==> src/rtl/tring_pkg.sv <==
package tring_pkg;

    // Whether the token is checking its node for a request, or its node owns the bus.
    typedef enum logic {
        PH_PROBE = 1'b0,
        PH_OWN   = 1'b1
    } phase_e;

    // What the keeper does with the token in this cycle.
    typedef enum logic [1:0] {
        ACT_HOLD  = 2'd0,
        ACT_SEIZE = 2'd1,
        ACT_PASS  = 2'd2
    } action_e;

    // One step of token custody, decided from the signals at the token's current node.
    function automatic action_e decide(phase_e ph, logic req_here, logic done_here);
        action_e a;
        if (ph == PH_PROBE) begin
            a = req_here ? ACT_SEIZE : ACT_PASS;
        end else begin
            a = done_here ? ACT_PASS : ACT_HOLD;
        end
        return a;
    endfunction

endpackage

==> src/rtl/tring_select.sv <==
module tring_select #(
    parameter int NODES = 4,
    localparam int IW = (NODES > 1) ? $clog2(NODES) : 1
) (
    input  logic [NODES-1:0] req_i,
    input  logic [NODES-1:0] done_i,
    input  logic [IW-1:0]    pos_i,
    output logic             req_here_o,
    output logic             done_here_o
);

    always_comb begin
        req_here_o  = 1'b0;
        done_here_o = 1'b0;
        for (int i = 0; i < NODES; i++) begin
            if (pos_i == IW'(i)) begin
                req_here_o  = req_i[i];
                done_here_o = done_i[i];
            end
        end
    end

endmodule

==> src/rtl/tring_keeper.sv <==
module tring_keeper
    import tring_pkg::*;
#(
    parameter int NODES = 4,
    localparam int IW = (NODES > 1) ? $clog2(NODES) : 1
) (
    input  logic          clk,
    input  logic          rst,
    input  logic          req_here_i,
    input  logic          done_here_i,
    output logic [IW-1:0] pos_o,
    output phase_e        phase_o
);

    localparam logic [IW-1:0] LAST = IW'(NODES - 1);

    logic [IW-1:0] pos_q;
    logic [IW-1:0] pos_next;
    phase_e        phase_q;
    action_e       act;

    assign act      = decide(phase_q, req_here_i, done_here_i);
    assign pos_next = (pos_q == LAST) ? '0 : pos_q + 1'b1;

    always_ff @(posedge clk) begin
        if (rst) begin
            pos_q   <= '0;
            phase_q <= PH_PROBE;
        end else begin
            case (act)
                ACT_SEIZE: phase_q <= PH_OWN;
                ACT_PASS: begin
                    phase_q <= PH_PROBE;
                    pos_q   <= pos_next;
                end
                default: ;
            endcase
        end
    end

    assign pos_o   = pos_q;
    assign phase_o = phase_q;

endmodule

==> src/rtl/tring_decode.sv <==
module tring_decode
    import tring_pkg::*;
#(
    parameter int NODES = 4,
    localparam int IW = (NODES > 1) ? $clog2(NODES) : 1
) (
    input  logic [IW-1:0]    pos_i,
    input  phase_e           phase_i,
    output logic [NODES-1:0] grant_o,
    output logic [NODES-1:0] token_o
);

    for (genvar g = 0; g < NODES; g++) begin : g_node
        assign token_o[g] = (pos_i == IW'(g));
        assign grant_o[g] = token_o[g] && (phase_i == PH_OWN);
    end

endmodule

==> src/rtl/token_ring_arbiter.sv <==
module token_ring_arbiter
    import tring_pkg::*;
#(
    parameter int NODES = 4
) (
    input  logic             clk,
    input  logic             rst,
    input  logic [NODES-1:0] req_i,
    input  logic [NODES-1:0] done_i,
    output logic [NODES-1:0] grant_o,
    output logic [NODES-1:0] token_o
);

    localparam int IW = (NODES > 1) ? $clog2(NODES) : 1;

    logic [IW-1:0] pos;
    phase_e        phase;
    logic          req_here;
    logic          done_here;

    tring_select #(.NODES(NODES)) u_select (
        .req_i       (req_i),
        .done_i      (done_i),
        .pos_i       (pos),
        .req_here_o  (req_here),
        .done_here_o (done_here)
    );

    tring_keeper #(.NODES(NODES)) u_keeper (
        .clk         (clk),
        .rst         (rst),
        .req_here_i  (req_here),
        .done_here_i (done_here),
        .pos_o       (pos),
        .phase_o     (phase)
    );

    tring_decode #(.NODES(NODES)) u_decode (
        .pos_i   (pos),
        .phase_i (phase),
        .grant_o (grant_o),
        .token_o (token_o)
    );

endmodule

==> config.mk <==
export PLATFORM = sky130hd
export DESIGN_NAME = token_ring_arbiter
export DESIGN_NICKNAME = d
export VERILOG_FILES = /design/src/rtl/tring_pkg.sv /design/src/rtl/tring_select.sv /design/src/rtl/tring_keeper.sv /design/src/rtl/tring_decode.sv /design/src/rtl/token_ring_arbiter.sv
export SDC_FILE = /design/constraint.sdc
export NUM_CORES = 1
export LEC_CHECK = 0
export BUFFER_PORTS_ARGS = -buffer_cell sky130_fd_sc_hd__buf_2
export CELL_PAD_IN_SITES_DETAIL_PLACEMENT = 0
export CELL_PAD_IN_SITES_GLOBAL_PLACEMENT = 1
export CORE_AREA = 2 2 39 41
export CTS_CLUSTER_DIAMETER = 30
export DETAILED_ROUTE_END_ITERATION = 8
export DIE_AREA = 0 0 41 43
export GPL_TIMING_DRIVEN = 0
export PLACE_DENSITY = 0.69
export SETUP_SLACK_MARGIN = 0.1
export SLEW_MARGIN = 20
export SYNTH_ARGS = -nofsm -noshare
export SYNTH_HDL_FRONTEND = slang
export SYNTH_SLANG_ARGS = --single-unit
==> constraint.sdc <==
create_clock -name clk -period 1.9 [get_ports clk]
set_input_delay 0.285 -clock clk [delete_from_list [all_inputs] [get_ports clk]]
set_output_delay 0.285 -clock clk [all_outputs]
set_load 0.005 [all_outputs]
==> out/results.txt, run 1 <==
Synth Net Count - 45
Routability Congestion - 0.641
Post-Syn Instances - 31
Hold WC Path Type - in -> reg
Die width - 41 um
Total number of vias - 315
Peak supply drop - 0.000624 V
Netlist cell types - 19
Final setup vio count - 0
Die area - 0.00176 mm^2
Most common cell in the netlist - ha_1
Met3 wire len - 56 um
Metal2 WL - 327 um
Largest family of logic cells by synthesized area - simple AND/OR/NAND/NOR gates
Critical Path RT - 2.02 ns
Total Routing Usage GR - 8.13%
Worst flop-to-flop path startpoint - u_keeper.pos_o[0]$_SDFFE_PP0N_
Simple-gate area share of the yosys netlist - 33.9%
Ant. Diodes - 0
RSZ-0062 raised after global routing - yes
Top-area cell type share of the netlist area - 22.0%
CP max stage delay - 0.40 ns
CORE AREA - 0.00138 mm^2
Final hold violation count - 0
IO buf count - 17
Post-synthesis xor/xnor area fraction - 0%
Largest area contributor in the netlist - dfxtp_1
Hold Crit Start - rst
DP HPWL - 516 um
Initial antenna violation count - 0
Ys Warns - 0
First-iteration detailed-routing DRC count - 1
WS Path Type - reg -> reg
CP max-delay cell - o32a_2
CP endpoint kind - flop
Cell Area, Placed - 380 um^2
Worst Clk Skew - 0.000766 ns
Area Overhead vs Synth - 81.7%
Clk pin slew, worst setup/hold paths - 0.04 ns
Area of the multi-input gates - 260 um^2
Post-synth top cells - ha_1 (4), and2_1 (3), dfxtp_1 (3), inv_1 (3)
Synth top area cells - dfxtp_1 (22%), ha_1 (18%), and2_1 (6.9%), mux2_4 (5.5%), nand2b_1 (4.6%)
CTS tree - yes
Arr. time, crit path - 1.86 ns
Max Cap Viol - 0
Top FF cell, synth - dfxtp_1
Root Buffer - clkbuf_4
Pre-antenna DRT Iters - 3
Critical path peak fanout - 5
First-pass GRT wire length - 972 um
Fill cells - 143
FP Rows - 14
Max_slew headroom - 82.2%
Initial Util - 19.7%
Fin. max-slew vios - 0
Compound-Gate Fraction of Synth Area - 12.4%
Cell Chain, Critical Path - inv_4, ha_4, nor4bb_4, a2111oi_2, o32a_2, mux2_4
Post-synth ARST share - 0%
Sequential-to-total area share from yosys stat - 22.0%
Leakage power - 0.240 nW
Drc violations - 0
EDFF count, synth - 0
Post-Synth Adder-Cell Area - 18.3%
Non-Filler Instances - 71
Max Fclk - 572 MHz
CP Launch Point - u_keeper.pos_o[0]$_SDFFE_PP0N_
DR top layer - met3
Setup Total Neg Slack - 0 ns
Post-route design area - 495 um^2
M1 wire length - 272 um
Seq. cell area - 67.6 um^2
Final nets - 70
Pwr/cell area - 1510 mW/mm^2
Final min period - 1.75 ns
Layout cells sized above 1 - 65.5%
TritonCTS buffer count - 3
Mapped Area - 273 um^2
Insertion delay to the later sink of the worst-skew pair - 0.23 ns
WL/cell - 9.24 um
Synthesized flop and latch total - 3
Part of the cycle the worst path needs - 92.0%
Total grt overflow - 0
I/O pin count - 18
CTS Buffer Depth - 2
Clock sinks - 3
Worst Tran Pin Value - 0.267 ns
Vias per cell - 4.44
Post-Place Cells - 64
Post-synthesis mux area share - 9.17%
Syn avg cell area - 8.80 um^2
Status - completed
Total Wirelength - 656 um
Routed Antenna Nets - 0
Vias in the first global route - 261
Die Span Y - 43 um
H-tree depth - 1
Largest net degree at the start of global routing - 8
Type of origin of the critical path - flop
-- layer usage --
layer  GRT usage, %  up-vias
li1               -      157
met1           9.00      149
met2           11.9        9
met3           4.71        0
met4           4.00        0
met5              0        -
-- state kept, by name, summed over array words and instances (netlist names) --
signal and count:
u_keeper.phase_o 1, u_keeper.pos_o 2
-- repair_timing --
| item | in CTS | in global routing |
|---|---|---|
| buffers inserted | 1 | 2 |
| hold buffers | 0 | 0 |
| gates resized for setup | 9 | 7 |
| pin swaps | 3 | 3 |
| setup endpoints to repair | 1 | 2 |
-- final timing paths --
kind                                    endpoint  slack, ns  cells after the start
setup / recovery  u_keeper.pos_o[0]$_SDFFE_PP0N_       0.15                      6
hold / removal     u_keeper.phase_o$_SDFFE_PP0P_       0.27                      2
hold reg to reg   u_keeper.pos_o[1]$_SDFFE_PP0N_       0.52                      2
setup reg to reg  u_keeper.pos_o[0]$_SDFFE_PP0N_       0.15                      6
-- stage by stage --
| step | setup slack [ns] | total power [mW] | hold WS [ns] | utilization, % |
|---|---|---|---|---|
| after floorplan | 0.105 | 0.365 | 0.357 | - |
| after global placement | -0.0510 | 0.462 | 0.500 | 27.5 |
| after detailed placement | -0.0475 | 0.465 | 0.501 | 27.5 |
| after CTS | 0.117 | 0.668 | 0.257 | 32.1 |
| after global routing | 0.0377 | 0.824 | 0.264 | 35.8 |
| final | 0.151 | 0.747 | 0.266 | 35.8 |
-- layout make-up --
type | count | share of cell area, %
Clock buffer | 4 | 5.30
Timing Repair Buffer | 20 | 21.7
Multi-Input combinational cell | 25 | 52.5
Tap cell | 16 | 4.04
Sequential cell | 3 | 13.6
Inverter | 3 | 2.78
-- where the power goes --
part / switching (mW) / internal, mW / total [mW]
Combinational: 0.190 / 0.296 / 0.486
Clock: 0.0323 / 0.0787 / 0.111
Sequential: 0.0459 / 0.104 / 0.150
-- kinds of logic after synthesis --
logic type | count (synthesis)
flip-flops | 3
multiplexers | 2
buffers and inverters | 3
AO/OA/AOI/OAI | 4
adder cells (fa/ha/maj) | 4
AND/OR/NAND/NOR | 15
-- critical path, delay by kind of cell, from the launching register on --
| kind | cells | cell delay [ns] |
|---|---|---|
| AOI/OAI and AO/OA | 2 | 0.46 |
| DFF | 1 | 0.38 |
| muxes | 1 | 0.30 |
| and+or+nand+nor | 1 | 0.28 |
| adders and majority gates | 1 | 0.17 |
| buffers and inverters | 1 | 0.06 |
-- placed cells by master (no fill, tap or decap), types with 2 or more instances in the layout --
cell / n
dfxtp_4: 2
buf_2: 17
buf_4: 3
nand2_1: 2
nand2b_1: 2
nor2_1: 2
clkbuf_4: 3
and2_1: 3
ha_4: 3
No activity file was read; power rests on OpenSTA's default activity.
==> run 2, diff against run 1 <==
PLACE_DENSITY = 0.6   (was 0.69)
==> out/results.txt, run 2 (synthesis gave the netlist of run 1 again) <==
Status - completed (unchanged)
CP delay by family, top - compound AO/OA/AOI/OAI gates (unchanged)
WS Path Type - reg -> reg (unchanged)
CP max stage delay - 0.40 ns (about the same)
Min-Delay Path Depth - 2 (unchanged)
Routed Antenna Nets - 0 (unchanged)
Final setup vio count - 0 (unchanged)
Worst flop-to-flop path startpoint - u_keeper.pos_o[0]$_SDFFE_PP0N_ (unchanged)
Total grt overflow - 0 (unchanged)
Hold Crit Start - rst (unchanged)
R2R setup slack - 0.11 ns (was 0.15 ns)
Fin. max-slew vios - 0 (unchanged)
Clk pin slew, worst setup/hold paths - 0.04 ns (about the same)
Commonest non-fill, non-tap cells in the layout - buf_2 (17), and2_1 (3), ha_4 (3), clkbuf_4 (3) (was buf_2 (17), and2_1 (3), ha_4 (3), clkbuf_4 (3), buf_4 (3))
CTS tree - yes (unchanged)
Largest register FFs - 2 (unchanged)
Total number of vias - 305 (was 315)
Hold_buf cts - 0 (unchanged)
Leakage power - 0.235 nW (was 0.240 nW)
Layout cells sized above 1 - 64.8% (was 65.5%)
Total Routing Usage GR - 9.44% (was 8.13%)
Worst Tran Pin Value - 0.285 ns (was 0.267 ns)
Routability Congestion - 0.661 (was 0.641)
TritonCTS buffer count - 3 (unchanged)
Type of origin of the critical path - flop (unchanged)
First-pass GRT wire length - 1.04 mm (was 972 um)
RSZ-0062 raised after global routing - yes (unchanged)
Most common library cell in the layout ignoring fill and taps - buf_2 (unchanged)
Largest net degree at the start of global routing - 8 (unchanged)
Max_slew headroom - 81.0% (was 82.2%)
H-tree depth - 1 (unchanged)
Non-Filler Instances - 70 (was 71)
Final nets - 69 (was 70)
Final hold violation count - 0 (unchanged)
Clock sinks - 3 (unchanged)
Ant. Diodes - 0 (unchanged)
Post-Place Cells - 64 (unchanged)
Root Buffer - clkbuf_4 (unchanged)
I/O pin count - 18 (unchanged)
Total Wirelength - 708 um (was 656 um)
CTS Buffer Depth - 2 (unchanged)
Drc violations - 0 (unchanged)
Insertion delay to the later sink of the worst-skew pair - 0.24 ns (was 0.23 ns)
Area Overhead vs Synth - 77.1% (was 81.7%)
Initial antenna violation count - 0 (unchanged)
Hold WC Path Type - in -> reg (unchanged)
Die Span Y - 43 um (unchanged)
Worst Clk Skew - 0.00379 ns (was 0.000766 ns)
Cell Chain, Critical Path - inv_2, ha_4, nor4bb_4, a2111oi_2, o32a_2, mux2_4 (was inv_4, ha_4, nor4bb_4, a2111oi_2, o32a_2, mux2_4)
Critical path peak fanout - 6 (was 5)
CORE AREA - 0.00138 mm^2 (unchanged)
Vias in the first global route - 268 (was 261)
Final min period - 1.79 ns (was 1.75 ns)
Part of the cycle the worst path needs - 94.1% (was 92.0%)
Hold Path End - u_keeper.phase_o$_SDFFE_PP0P_ (unchanged)
CP endpoint kind - flop (unchanged)
Cell Area, Placed - 380 um^2 (unchanged)
CP max-delay cell - o32a_2 (unchanged)
Fill cells - 147 (was 143)
IO buf count - 17 (unchanged)
Initial Util - 19.7% (unchanged)
Arr. time, crit path - 1.91 ns (was 1.86 ns)
R2R depth - 6 (unchanged)
Vias per cell - 4.36 (was 4.44)
Max Cap Viol - 0 (unchanged)
Max Fclk - 560 MHz (was 572 MHz)
Buf/Inv on CP - 1 (unchanged)
Post-route design area - 483 um^2 (was 495 um^2)
WL/cell - 10.1 um (was 9.24 um)
Pwr/cell area - 1530 mW/mm^2 (was 1510 mW/mm^2)
FP Rows - 14 (unchanged)
Die width - 41 um (unchanged)
First-iteration detailed-routing DRC count - 4 (was 1)
Critical Path RT - 2.02 ns (about the same)
Peak supply drop - 0.000488 V (was 0.000624 V)
Pre-antenna DRT Iters - 2 (was 3)
Die area - 0.00176 mm^2 (unchanged)
R2R Path End - u_keeper.pos_o[0]$_SDFFE_PP0N_ (unchanged)
[run 2: cell types whose count changed in the layout (fill, tap and decap cells not counted), sizes merged]
cell	before	now
buf	20	19
[run 2: through the flow]
step / hold slack, ns / setup slack, ns / utilization (%) / power (mW) / TNS (ns)
floorplan: 0.357 / 0.105 / - / 0.365 / 0
global placement: 0.510 / -0.0846 / 27.5 / 0.472 / -0.0846
detailed placement: 0.504 / -0.106 / 27.5 / 0.471 / -0.106
CTS: 0.249 / 0.105 / 34.2 / 0.739 / 0
global route: 0.261 / 0.0367 / 34.9 / 0.819 / 0
finish: 0.262 / 0.113 / 34.9 / 0.740 / 0
[run 2: worst register-to-register path, delay by kind of cell (launching register included)]
family / cells / cell delay, ns
fa+ha+maj: 1 / 0.18
simple gates: 1 / 0.29
buf+inv: 1 / 0.07
compound gates: 2 / 0.46
mux: 1 / 0.29
flops: 1 / 0.37
[run 2: timing repair]
action                                  4_1_cts  5_1_grt
resized for setup                            13        1
buffers inserted                              1        1
endpoints found under the setup margin        2        2
pin swaps                                     4        1
[run 2: area by class of cell]
type / count / area (um^2) / area share [%]
tap: 16 / 20.0 / 4.15
inverter: 3 / 11.3 / 2.33
sequential: 3 / 65.1 / 13.5
timing repair buffer: 19 / 100 / 20.7
multi-input combinational: 25 / 260 / 53.9
clock buffer: 4 / 26.3 / 5.44
[run 2: how the worst max path moves through the flow]
stage                                               from                        endpoint  slack [ns]  depth (start not counted)
final                     u_keeper.pos_o[0]$_SDFFE_PP0N_  u_keeper.pos_o[0]$_SDFFE_PP0N_        0.11                          6
after global routing      u_keeper.pos_o[0]$_SDFFE_PP0N_  u_keeper.pos_o[0]$_SDFFE_PP0N_        0.04                          6
after CTS                 u_keeper.pos_o[0]$_SDFFE_PP0N_  u_keeper.pos_o[0]$_SDFFE_PP0N_        0.10                          6
after detailed placement  u_keeper.pos_o[0]$_SDFFE_PP0N_  u_keeper.pos_o[0]$_SDFFE_PP0N_       -0.11                          6
after global placement    u_keeper.pos_o[0]$_SDFFE_PP0N_  u_keeper.pos_o[0]$_SDFFE_PP0N_       -0.08                          6
after floorplan           u_keeper.pos_o[1]$_SDFFE_PP0N_  u_keeper.pos_o[0]$_SDFFE_PP0N_        0.11                          6
[run 2: metal layers]
metal	part of all wire (%)	global-route usage [%]	up-vias
met5	0	0	-
met4	0	8.00	0
met3	11	4.71	0
met2	47	15.6	16
met1	42	7.40	134
li1	-	-	155
[run 2: power by group]
part	internal [mW]	total (mW)	switching, mW	leakage [nW]
clock	0.0789	0.115	0.0361	0.0150
sequential	0.100	0.143	0.0429	0.0258
combinational	0.290	0.482	0.192	0.194
